File: config.mk
export PLATFORM = sky130hd
export DESIGN_NAME = pev_top
export DESIGN_NICKNAME = d
export VERILOG_FILES = /design/src/rtl/pev_pkg.sv /design/src/rtl/pev_sync.sv /design/src/rtl/pev_detect.sv /design/src/rtl/pev_regs.sv /design/src/rtl/pev_top.sv
export SDC_FILE = /design/constraint.sdc
export NUM_CORES = 1
export LEC_CHECK = 0
export BUFFER_PORTS_ARGS = -buffer_cell sky130_fd_sc_hd__buf_2
export CAP_MARGIN = 0
export CORE_ASPECT_RATIO = 1.5
export CORE_MARGIN = 3
export CORE_UTILIZATION = 52
export DETAILED_ROUTE_END_ITERATION = 16
export GPL_ROUTABILITY_DRIVEN = 0
export PLACE_DENSITY = 0.81
export SLEW_MARGIN = 15
export SYNTH_ARGS = -nofsm -noshare
export SYNTH_HDL_FRONTEND = slang
export SYNTH_SLANG_ARGS = --single-unit
export TNS_END_PERCENT = 5
File: constraint.sdc
create_clock -name clk -period 10.74 [get_ports clk]
set_input_delay 0.537 -clock clk [delete_from_list [all_inputs] [get_ports clk]]
set_output_delay 0.537 -clock clk [all_outputs]
set_load 0.03 [all_outputs]
File: src/rtl/pev_pkg.sv
package pev_pkg;
  localparam int OFF_GATE     = 'h14;
  localparam int OFF_UNMASK   = 'h18;
  localparam int OFF_MASK     = 'h1C;
  localparam int OFF_RAW      = 'h20;
  localparam int OFF_MSTAT    = 'h24;
  localparam int OFF_CLEAR    = 'h28;
  localparam int OFF_COND0    = 'h40;
  localparam int COND_W       = 4;

  typedef enum logic [2:0] {
    COND_RISE = 3'd0,
    COND_FALL = 3'd1,
    COND_HIGH = 3'd2,
    COND_LOW  = 3'd3,
    COND_ANY  = 3'd4
  } cond_e;
endpackage

File: src/rtl/pev_sync.sv
module pev_sync #(
  parameter int WIDTH  = 32,
  parameter int STAGES = 2
) (
  input  logic             clk,
  input  logic             rst,
  input  logic [WIDTH-1:0] d_i,
  output logic [WIDTH-1:0] q_o
);
  logic [WIDTH-1:0] stage_q [STAGES];

  always_ff @(posedge clk) begin
    if (rst) begin
      for (int i = 0; i < STAGES; i++) stage_q[i] <= '0;
    end else begin
      stage_q[0] <= d_i;
      for (int i = 1; i < STAGES; i++) stage_q[i] <= stage_q[i-1];
    end
  end

  assign q_o = stage_q[STAGES-1];
endmodule

File: src/rtl/pev_detect.sv
module pev_detect
  import pev_pkg::*;
#(
  parameter int N_PINS = 32
) (
  input  logic                     clk,
  input  logic                     rst,
  input  logic [N_PINS-1:0]        pin_s_i,
  input  logic [N_PINS*COND_W-1:0] cond_i,
  input  logic [N_PINS-1:0]        gate_i,
  input  logic [N_PINS-1:0]        clr_i,
  output logic [N_PINS-1:0]        pend_o
);
  logic [N_PINS-1:0] prev_q;
  logic [N_PINS-1:0] event_w;
  logic [N_PINS-1:0] pend_q;
  logic [N_PINS-1:0] unused_async;

  always_ff @(posedge clk) begin
    if (rst) prev_q <= '0;
    else     prev_q <= pin_s_i;
  end

  for (genvar g = 0; g < N_PINS; g++) begin : g_pin
    logic [2:0] kind;
    assign kind = cond_i[g*COND_W +: 3];
    assign unused_async[g] = cond_i[g*COND_W + 3];

    always_comb begin
      case (kind)
        COND_RISE: event_w[g] = pin_s_i[g] & ~prev_q[g];
        COND_FALL: event_w[g] = ~pin_s_i[g] & prev_q[g];
        COND_HIGH: event_w[g] = pin_s_i[g];
        COND_LOW:  event_w[g] = ~pin_s_i[g];
        COND_ANY:  event_w[g] = pin_s_i[g] ^ prev_q[g];
        default:   event_w[g] = 1'b0;
      endcase
    end

    always_ff @(posedge clk) begin
      if (rst)            pend_q[g] <= 1'b0;
      else if (clr_i[g])  pend_q[g] <= 1'b0;
      else if (gate_i[g] && event_w[g]) pend_q[g] <= 1'b1;
    end
  end

  assign pend_o = pend_q;
endmodule

File: src/rtl/pev_regs.sv
module pev_regs
  import pev_pkg::*;
#(
  parameter int N_PINS = 32,
  parameter int DATA_W = 32,
  parameter int ADDR_W = 8
) (
  input  logic                     clk,
  input  logic                     rst,
  input  logic                     bus_en,
  input  logic                     bus_we,
  input  logic [ADDR_W-1:0]        bus_addr,
  input  logic [DATA_W-1:0]        bus_wdata,
  output logic [DATA_W-1:0]        bus_rdata,
  input  logic [N_PINS-1:0]        pend_i,
  output logic [N_PINS-1:0]        gate_o,
  output logic [N_PINS-1:0]        mask_o,
  output logic [N_PINS*COND_W-1:0] cond_o,
  output logic [N_PINS-1:0]        clr_o
);
  localparam int FLD_PER_REG = DATA_W / COND_W;
  localparam int N_CREG      = N_PINS / FLD_PER_REG;
  localparam int CIDX_W      = (N_CREG > 1) ? $clog2(N_CREG) : 1;

  logic [N_PINS-1:0] gate_q;
  logic [N_PINS-1:0] mask_q;
  logic [DATA_W-1:0] cond_q [N_CREG];
  logic [DATA_W-1:0] rdata_q;
  logic              cond_hit;
  logic [CIDX_W-1:0] cond_idx;
  logic              wr, rd;

  assign wr = bus_en & bus_we;
  assign rd = bus_en & ~bus_we;

  always_comb begin
    cond_hit = 1'b0;
    cond_idx = '0;
    for (int r = 0; r < N_CREG; r++) begin
      if (bus_addr == ADDR_W'(OFF_COND0 + 4*r)) begin
        cond_hit = 1'b1;
        cond_idx = CIDX_W'(r);
      end
    end
  end

  always_ff @(posedge clk) begin
    if (rst) begin
      gate_q <= '0;
      mask_q <= '1;
    end else if (wr) begin
      if (bus_addr == ADDR_W'(OFF_GATE))   gate_q <= bus_wdata[N_PINS-1:0];
      if (bus_addr == ADDR_W'(OFF_UNMASK)) mask_q <= mask_q & ~bus_wdata[N_PINS-1:0];
      if (bus_addr == ADDR_W'(OFF_MASK))   mask_q <= mask_q | bus_wdata[N_PINS-1:0];
    end
  end

  always_ff @(posedge clk) begin
    if (rst) begin
      for (int r = 0; r < N_CREG; r++) cond_q[r] <= '0;
    end else if (wr && cond_hit) begin
      cond_q[cond_idx] <= bus_wdata;
    end
  end

  assign clr_o = (wr && bus_addr == ADDR_W'(OFF_CLEAR)) ? bus_wdata[N_PINS-1:0] : '0;

  always_ff @(posedge clk) begin
    if (rst) begin
      rdata_q <= '0;
    end else if (rd) begin
      if (cond_hit) rdata_q <= cond_q[cond_idx];
      else begin
        case (int'(bus_addr))
          OFF_GATE:  rdata_q <= DATA_W'(gate_q);
          OFF_MASK:  rdata_q <= DATA_W'(mask_q);
          OFF_RAW:   rdata_q <= DATA_W'(pend_i);
          OFF_MSTAT: rdata_q <= DATA_W'(pend_i & ~mask_q);
          default:   rdata_q <= '0;
        endcase
      end
    end
  end

  for (genvar r = 0; r < N_CREG; r++) begin : g_cond
    assign cond_o[r*DATA_W +: DATA_W] = cond_q[r];
  end

  assign gate_o    = gate_q;
  assign mask_o    = mask_q;
  assign bus_rdata = rdata_q;
endmodule

File: src/rtl/pev_top.sv
module pev_top
  import pev_pkg::*;
#(
  parameter int N_PINS      = 32,
  parameter int DATA_W      = 32,
  parameter int ADDR_W      = 8,
  parameter int SYNC_STAGES = 2
) (
  input  logic              clk,
  input  logic              rst,
  input  logic [N_PINS-1:0] pins_i,
  input  logic              bus_en,
  input  logic              bus_we,
  input  logic [ADDR_W-1:0] bus_addr,
  input  logic [DATA_W-1:0] bus_wdata,
  output logic [DATA_W-1:0] bus_rdata,
  output logic [1:0]        irq_o
);
  localparam int N_IRQ = 2;
  localparam int HALF  = N_PINS / N_IRQ;

  logic [N_PINS-1:0]        pin_s_w;
  logic [N_PINS-1:0]        pend_w;
  logic [N_PINS-1:0]        gate_w;
  logic [N_PINS-1:0]        mask_w;
  logic [N_PINS-1:0]        clr_w;
  logic [N_PINS*COND_W-1:0] cond_w;
  logic [N_IRQ-1:0]         irq_q;

  pev_sync #(.WIDTH(N_PINS), .STAGES(SYNC_STAGES)) sync_i (
    .clk(clk), .rst(rst), .d_i(pins_i), .q_o(pin_s_w)
  );

  pev_regs #(.N_PINS(N_PINS), .DATA_W(DATA_W), .ADDR_W(ADDR_W)) regs_i (
    .clk(clk), .rst(rst),
    .bus_en(bus_en), .bus_we(bus_we), .bus_addr(bus_addr),
    .bus_wdata(bus_wdata), .bus_rdata(bus_rdata),
    .pend_i(pend_w), .gate_o(gate_w), .mask_o(mask_w),
    .cond_o(cond_w), .clr_o(clr_w)
  );

  pev_detect #(.N_PINS(N_PINS)) detect_i (
    .clk(clk), .rst(rst), .pin_s_i(pin_s_w), .cond_i(cond_w),
    .gate_i(gate_w), .clr_i(clr_w), .pend_o(pend_w)
  );

  for (genvar h = 0; h < N_IRQ; h++) begin : g_irq
    always_ff @(posedge clk) begin
      if (rst) irq_q[h] <= 1'b0;
      else     irq_q[h] <= |(pend_w[h*HALF +: HALF] & ~mask_w[h*HALF +: HALF]);
    end
  end

  assign irq_o = irq_q;
endmodule

; Word level (Yosys, flattened, before mapping)
; Memory sizes are Yosys's and may differ from the RTL's.
; Cells that the tools add are included.
[word_totals]
register_bits = 162
ramBits = 192
inputBits = 76
out_inout_bits = 34
elab_cells = 511
memories = 2
[mem_list]
columns = name, depth, word_bits, rd, rd_clocked_by_memory_dff, write_ports, line_no
row1 = regs_i.cond_q, 4, 32, 5, 0, 4, pev_regs.sv:27  ; logic [DATA_W-1:0] cond_q [N_CREG];
row2 = sync_i.stage_q, 2, 32, 2, 0, 2, pev_sync.sv:10  ; logic [WIDTH-1:0] stage_q [STAGES];
[classes]
n_eq_ne = 138
muxes = 55
bitwise = 174
n_reduce_logical = 104
[ops]
columns = cell, n
row1 = $mux 32, 7
row2 = $eq 3x2->1 const B, 64
row3 = $pmux 1 s5, 32
row4 = $pmux 32 s4, 1
row5 = $eq 3x1->1 const B, 32
row6 = $eq 3x3->1 const B, 32
row7 = $logic_not 3->1, 32
row8 = $and 1x1->1, 66
row9 = $not 1->1, 65
row10 = $and 32x32->32, 2
row11 = $not 32->32, 2
row12 = $reduce_or 2->1, 32
row13 = $logic_and 1x1->1, 34
row14 = $and 16x16->16, 2
row15 = $eq 8x7->1 const B, 4
row16 = $not 16->16, 2
row17 = $or 32x32->32, 1
row18 = $reduce_or 16->1, 2
row19 = $reduce_or 32->1, 1
row20 = $xor 1x1->1, 32
row21 = $eq 8x5->1 const B, 3
row22 = $eq 8x6->1 const B, 3
row23 = $mux 1, 12
row24 = $mux 2, 3
row25 = other kinds (3), 5

; Logic depth before layout (Yosys ltp)
; Gate-level depths: netlist of the first run.
[depth]
ltp_word = 11
mapped_depth = 7
ltp_nobuf = 6

; By module
; A second synthesis of the first run with hierarchy kept.
[unflattened]
hier_cells = 1616
area_unflattened_um2 = 17235.3
[by_module_without_submodules]
columns = mod, n_inst, cells_per_inst, area_each_um2, seq_area_each_um2
row1 = pev_regs, 1, 910, 10283.6, 5765.5
row2 = pev_detect, 1, 487, 4493.1, 1281.2
row3 = pev_sync, 1, 167, 2158.3, 1281.2
row4 = pev_top, 1, 52, 300.3, 40.0

; Worst setup path before layout of the first run
; Ideal clock, no wire load.
[synth_path]
path_type = input to register
from = input bus_addr[4]
to = memory regs_i.cond_q[3][0], enable pin
setup_time_ns = 0.470
t_arrival_ns = 3.885
slack_ns = 6.385
cell_stages = 4
path_buffers = 2
cell_sequence = or4b_1 clkbuf_1 clkbuf_1 o31ai_1
[synth_rtl]
columns = item, line_no
row1 = "start, declared", pev_top.sv:14  ; input logic [ADDR_W-1:0] bus_addr,
row2 = "end, declared", pev_regs.sv:27

==> run summary, run 1 <==
syn avg cell area: 10.2 um2
DRC Markers: 0
CTS Buffer Depth: 3
flops & latches, synth: 354
share of cells above drive strength 1: 13.5%
die height: 225 um
Psw: 700 uW
setup TNS: 0 ns
Peak Freq: 313 MHz
CP cell instances: buf_4 -> clkinv_1 -> nor3_2 -> buf_4 -> a221o_1
fill count: 2575
Slew Limit Fails: 0
Seq pwr share: 51.8%
Tot Pwr: 2840 uW
Max Cap Viol: 0
H-tree depth: 2
Async S/R FF share, synth: 0%
Yosys warning count: 0
CTS Hold Buffers Added: 0
Comb pwr share: 7.9%
Synth cell types: 40
Max transition margin: 19.6%
RSZ-0062 raised after global routing: no
TritonCTS clock tree: built
row count: 79
CTS resizes: 0
number of synthesized flops with an enable pin: 128
Synth Cell Area: 16600 um2
CP delay by family, top: buffers and inverters
number of antenna violations at the first check in global routing: 3
Die Width: 152 um
Power Density: 153 nW/um2
crit share post-route: 29.8%
min cycle time layout: 3.20 ns
Design Area, Final: 18600 um2
critical path arrival: 3.65 ns
Cell Int Power: 2140 uW
Detailed Route Iter0 Violations: 1513
CTS clk-pin slew, worst paths: 0.06 ns
Leak: 0.00684 uW
# Post-CTS Setup Buffers: 0
area of placed instances: 17600 um2
ANT nets after route: 0
critical path required time: 11.20 ns
vias per inst: 6.17
status: complete, no violations
CTS buffer count: 35
Worst path max stage delay: 1.19 ns
# setup viols final: 0
worst path bufs/invs: 3
CP max-delay cell: nor3_2
part of the power in the clock network: 40.2%
syn nets: 1777
Hold Crit Class: input pin to flop
Peak VDD IR: 0.0924 mV
Syn-to-layout area delta: 11.9%
Initial Util: 53.2%
drt wl/cell: 22.1 um
vias in the first global route: 13164
remaining global-route overflow: 0
routed wire length: 47200 um
GR Util All Layers: 26.8%
detailed-placement wirelength estimate: 31700 um
Core ar.: 31200 um2
clk sinks: 354
Port Buf Inserts: 109
Critical Path Source Type: input pin
largest net degree at the start of global routing: 75
most used cell along the critical path: buf_4
die footprint: 34200 um2
worst skew pair latency: 0.54 ns
Root Driver: clkbuf_16
Syn Inst Count: 1637
sequential fraction of the synthesis area: 50.3%
switch share: 24.6%
kind of end point of the critical path: flop
DR pass1 iterations: 10
critical path type: input pin to flop
NumNets Final: 1849
Layout Skew: 0.0261 ns
first-pass GRT wire length: 72700 um
total number of vias: 13205
Final Hold Viols: 0
Final Util: 59.5%
Top FF cell, synth: dfxtp_1
CP Max Fanout: 45
Worst Tran Pin Value: 1.20 ns
Top Ports: 110
==> layout by cell type, fill, tap and decap left out, types with 8 or more instances in the layout <==
| cell | synthesis | final |
|---|---|---|
| nand2b_1 | 8 | 8 |
| mux2_2 | 32 | 32 |
| o21ai_0 | 101 | 100 |
| buf_2 | 16 | 107 |
| a221o_1 | 32 | 32 |
| a32o_1 | 32 | 32 |
| mux2i_1 | 82 | 82 |
| o31ai_1 | 19 | 18 |
| nand2_1 | 130 | 130 |
| a221oi_1 | 40 | 40 |
| edfxtp_1 | 128 | 128 |
| buf_4 | 0 | 27 |
| nor4b_1 | 15 | 14 |
| clkbuf_1 | 78 | 10 |
| dfxtp_1 | 226 | 226 |
| ha_1 | 64 | 64 |
| o22ai_1 | 8 | 8 |
| a21oi_1 | 78 | 78 |
| clkinv_2 | 0 | 9 |
| nor2b_1 | 79 | 78 |
| and2_1 | 128 | 128 |
| a211oi_1 | 42 | 42 |
| nor3_1 | 71 | 66 |
| nor2_1 | 48 | 47 |
| xnor2_1 | 32 | 32 |
| inv_1 | 109 | 109 |
| o31a_1 | 14 | 14 |
| clkbuf_16 | 0 | 35 |
==> cell usage after synthesis (all sizes together), types with 2 or more instances <==
cell / count / share of area, %
o21ai: 101 / 3.0
and2: 128 / 4.8
nor3: 73 / 2.3
ha: 64 / 4.8
o22ai: 8 / 0.30
or2: 2 / 0.075
nand2b: 8 / 0.30
nor4b: 16 / 0.88
nor2: 48 / 1.1
xnor2: 32 / 1.7
a31oi: 2 / 0.075
or4b: 2 / 0.12
mux2i: 82 / 4.9
a32o: 32 / 1.9
nor2b: 79 / 3.0
o2111ai: 2 / 0.11
clkbuf: 78 / 1.8
edfxtp: 128 / 23
a221o: 32 / 1.9
inv: 109 / 2.5
dfxtp: 226 / 27
o31a: 14 / 0.74
a221oi: 40 / 2.1
a211oi: 42 / 1.9
clkinv: 2 / 0.045
a21oi: 78 / 2.3
buf: 22 / 0.66
o31ai: 19 / 0.86
nand2: 130 / 2.9
mux2: 32 / 2.2
==> routing by layer <==
layer | global-route usage (%) | part of all wire (%) | up-vias
met2 | 46.6 | 49 | 739
li1 | - | - | 5982
met4 | 16.5 | 6.7 | 0
met3 | 4.55 | 8.5 | 188
met5 | 0 | 0 | -
met1 | 30.9 | 36 | 6296
==> worst reg2reg max path: stages, from the launching register on <==
cell and delay (ns):
dfxtp_1 0.39, inv_1 0.08, ha_1 0.18, mux2i_1 0.15, mux2i_1 0.09, o21ai_0 0.86, a221oi_1 0.19
==> worst paths after layout <==
check / cells after the start / start / slack (ns) / end
setup / recovery: 5 / bus_addr[2] / 7.54 / flop
hold / removal: 2 / pins_i[22] / 0.21 / sync_i.stage_q[0][22]
setup reg to reg: 6 / sync_i.stage_q[0][57] / 8.61 / detect_i.pend_o[25]
hold reg to reg: 1 / sync_i.stage_q[0][30] / 0.43 / sync_i.stage_q[0][62]
==> stage by stage <==
stage / hold slack [ns] / setup WS [ns] / instances
final: 0.211 / 7.54 / 2140
after global routing: 0.209 / 7.51 / 2140
after CTS: 0.191 / 7.69 / 2139
after detailed placement: 0.421 / 7.15 / 2077
after global placement: 0.419 / 7.34 / 2077
after floorplan: 0.414 / 6.38 / 1637
==> cell type report <==
class | count | area (um2) | area share, %
Multi-Input combinational cell | 1072 | 7520 | 40.4
Inverter | 111 | 417 | 2.24
Antenna cell | 1 | 2.50 | 0.0135
Clock inverter | 14 | 78.8 | 0.424
Tap cell | 405 | 507 | 2.72
Timing Repair Buffer | 135 | 749 | 4.03
Clock buffer | 48 | 955 | 5.13
Sequential cell | 354 | 8370 | 45.0
==> state kept, by name (all words and copies together) (netlist names), named ones only <==
signal,flops
detect_i.pend_o,32
detect_i.prev_q,32
irq_o,2
regs_i.bus_rdata,32
regs_i.cond_q,128
regs_i.gate_o,32
sync_i.stage_q,64
==> cells by family (layout without fill, tap and decap cells) <==
group | after synthesis | after routing | synth area share, %
and+or+nand+nor | 492 | 492 | 15.8
AOI/OAI and AO/OA | 370 | 370 | 15.3
DFF | 354 | 354 | 50.3
buffers and inverters | 211 | 308 | 4.93
muxes | 114 | 114 | 7.10
adders and majority gates | 64 | 64 | 4.82
xor gates and xnor gates | 32 | 32 | 1.69
other | 0 | 1 | 0
==> power groups by stage <==
stage | clock [uW] | sequential, uW | combinational, uW
floorplan | 0 | 1500 | 120
global placement | 0 | 1500 | 214
detailed placement | 0 | 1500 | 220
CTS | 1160 | 1470 | 222
global route | 1210 | 1480 | 240
finish | 1140 | 1470 | 225
No activity file was read; power rests on OpenSTA's default activity.
==> inputs of run 2 (changes only) <==
==> constraint.sdc (replaced) <==
create_clock -name clk -period 3.2 [get_ports clk]
set_input_delay 0.16 -clock clk [delete_from_list [all_inputs] [get_ports clk]]
set_output_delay 0.16 -clock clk [all_outputs]
set_load 0.03 [all_outputs]
==> run 2 against run 1 <==
Largest cell class unchanged. Setup slack worse by 6.6 ns. Worst hold slack worse by 0.19 ns. Sequential cell count stayed put. Design area is 4.6% higher. Non-clock buffer count is 80 higher. Clock power grew to 3.5 times the previous value. Combinational power grew to 3.7 times the previous value. Cell count is 3.7% higher. Sequential power grew to 3.4 times the previous value. Sequential share of layout area is 2.0 points lower.
==> run summary, run 2 (synthesized netlist as in run 1, its figures left out) <==
status: complete, no violations
# Post-CTS Setup Buffers: 0
vias in the first global route: 13450
Final Util: 62.3%
Hold Crit Class: input pin to flop
part of the power in the clock network: 41.0%
switch share: 24.1%
largest net degree at the start of global routing: 58
Worst Tran Pin Value: 0.661 ns
R2R Path End: detect_i.pend_o[25]
reg2reg setup slack: 1.47 ns
worst skew pair latency: 0.53 ns
CP startpoint: bus_addr[3]
TritonCTS clock tree: built
register area: 8370 um2
CP delay by family, top: buffers and inverters
DRC Markers: 0
most used cell along the critical path: buf_4
Slew Limit Fails: 0
Core ar.: 31200 um2
Psw: 2360 uW
Leak: 0.00723 uW
Placed Cells: 2090
Seq pwr share: 50.5%
CTS Buffer Depth: 3
min cycle time layout: 2.21 ns
detailed-placement wirelength estimate: 31800 um
critical path type: input pin to flop
Worst path max stage delay: 0.56 ns
Final Hold Viols: 0
Top reg by flops: regs_i.cond_q
RSZ-0062 raised after global routing: no
drt wl/cell: 21.7 um
critical path required time: 3.68 ns
Max transition margin: 55.5%
vias per inst: 6.09
critical path arrival: 2.69 ns
kind of end point of the critical path: flop
H-tree depth: 2
min-delay src: bus_wdata[14]
Peak Freq: 452 MHz
commonest non-fill, non-tap cells in the layout: dfxtp_1, nand2_1, and2_1, edfxtp_1, inv_1
FF-to-FF path depth: 6
Setup crit end: regs_i.gate_o[27]
# setup viols final: 0
Detailed Route Iter0 Violations: 1618
max reg flops: 128
NumNets Final: 1928
Initial Util: 53.2%
crit share post-route: 69.1%
fin cells: 2219
number of antenna violations at the first check in global routing: 2
fill count: 2503
CTS buffer count: 34
Peak VDD IR: 0.305 mV
WHS: 0.0175 ns
clk sinks: 354
Port Buf Inserts: 109
die height: 225 um
Root Driver: clkbuf_16
DR pass1 iterations: 6
GR Util All Layers: 27.2%
remaining global-route overflow: 0
CTS clk-pin slew, worst paths: 0.06 ns
instance count on the critical path: 8
total number of vias: 13509
CP cell instances: buf_2 -> buf_4 -> nand2b_1 -> or3_1 -> buf_4 -> nand2_1 -> a21oi_1 -> dlygate4sd3_1
row count: 79
commonest non-fill, non-tap cell in the layout: dfxtp_1
worst path bufs/invs: 4
CP Max Fanout: 20
routed wire length: 48100 um
Layout Skew: 0.0231 ns
multi-input logic area: 7520 um2
Syn-to-layout area delta: 17.0%
Comb pwr share: 8.5%
Die Width: 152 um
ANT nets after route: 0
Cell Int Power: 7430 uW
Critical Path Source Type: input pin
Power Density: 503 nW/um2
Largest regs: regs_i.cond_q x128, sync_i.stage_q x64
Worst R2R Start: sync_i.stage_q[0][57]
die footprint: 34200 um2
share of cells above drive strength 1: 13.5%
first-pass GRT wire length: 74200 um
CP max-delay cell: dlygate4sd3_1
Top Ports: 110
Max Cap Viol: 0
==> run 2: cell types whose count changed in the layout (fill, tap and decap cells not counted), sizes merged <==
cell,previous run,this run
dlygate4sd3,0,67
buf,135,148
clkbuf,48,43
bufinv,0,3
inv,110,111
==> run 2: power by group through the flow <==
stage | logic (uW) | clock network [uW] | registers (uW)
floorplan | 405 | 0 | 5040
global placement | 730 | 0 | 5030
detailed placement | 751 | 0 | 5040
CTS | 818 | 4050 | 4940
global route | 883 | 4230 | 4960
finish | 830 | 4010 | 4940
==> run 2: per-layer routing <==
metal	track usage (%)	wire length, um	part of all wire, %	vias to the layer above
li1	-	-	-	6144
met5	0	0	0	-
met3	4.51	4070	8.5	204
met2	46.6	23500	49	771
met1	32.3	17300	36	6390
met4	16.3	3240	6.7	0
==> run 2: worst min-delay path by stage <==
stage                     slack, ns               endpoint  cells past startpoint
after floorplan                0.27     detect_i.pend_o[0]                      1
after global placement         0.37  sync_i.stage_q[0][11]                      2
after detailed placement       0.37  sync_i.stage_q[0][20]                      2
after CTS                     0.005      regs_i.gate_o[13]                      3
after global routing           0.03      regs_i.gate_o[13]                      3
final                          0.02      regs_i.gate_o[14]                      3
==> run 2: stage by stage <==
step | worst slack (ns) | power, uW | setup TNS [ns] | cell area [um2]
floorplan | -0.385 | 5450 | -12.31 | 16600
global placement | 1.01 | 5760 | 0 | 17700
detailed placement | 0.986 | 5790 | 0 | 17700
CTS | 1.09 | 9810 | 0 | 19500
global route | 0.895 | 10100 | 0 | 19500
finish | 0.989 | 9780 | 0 | 19500
==> run 2: worst register-to-register path: stages (launching register included) <==
cell,delay [ns]
dfxtp_1,0.41
inv_1,0.08
ha_1,0.18
mux2i_1,0.13
mux2i_1,0.08
o21ai_0,0.53
a221oi_1,0.18
==> run 2: what timing repair did <==
action / in CTS / in global routing
resized for setup: 0 / 0
hold endpoints to repair: 83 / 0
hold buffers: 67 / 0
==> run 2: final cells by class <==
| type | instances | area share [%] |
|---|---|---|
| clock buffer | 43 | 4.71 |
| tap | 405 | 2.60 |
| antenna | 1 | 0.0129 |
| clock inverter | 18 | 0.887 |
| multi-input combinational | 1072 | 38.6 |
| inverter | 111 | 2.14 |
| sequential | 354 | 43.0 |
| timing repair buffer | 215 | 7.99 |
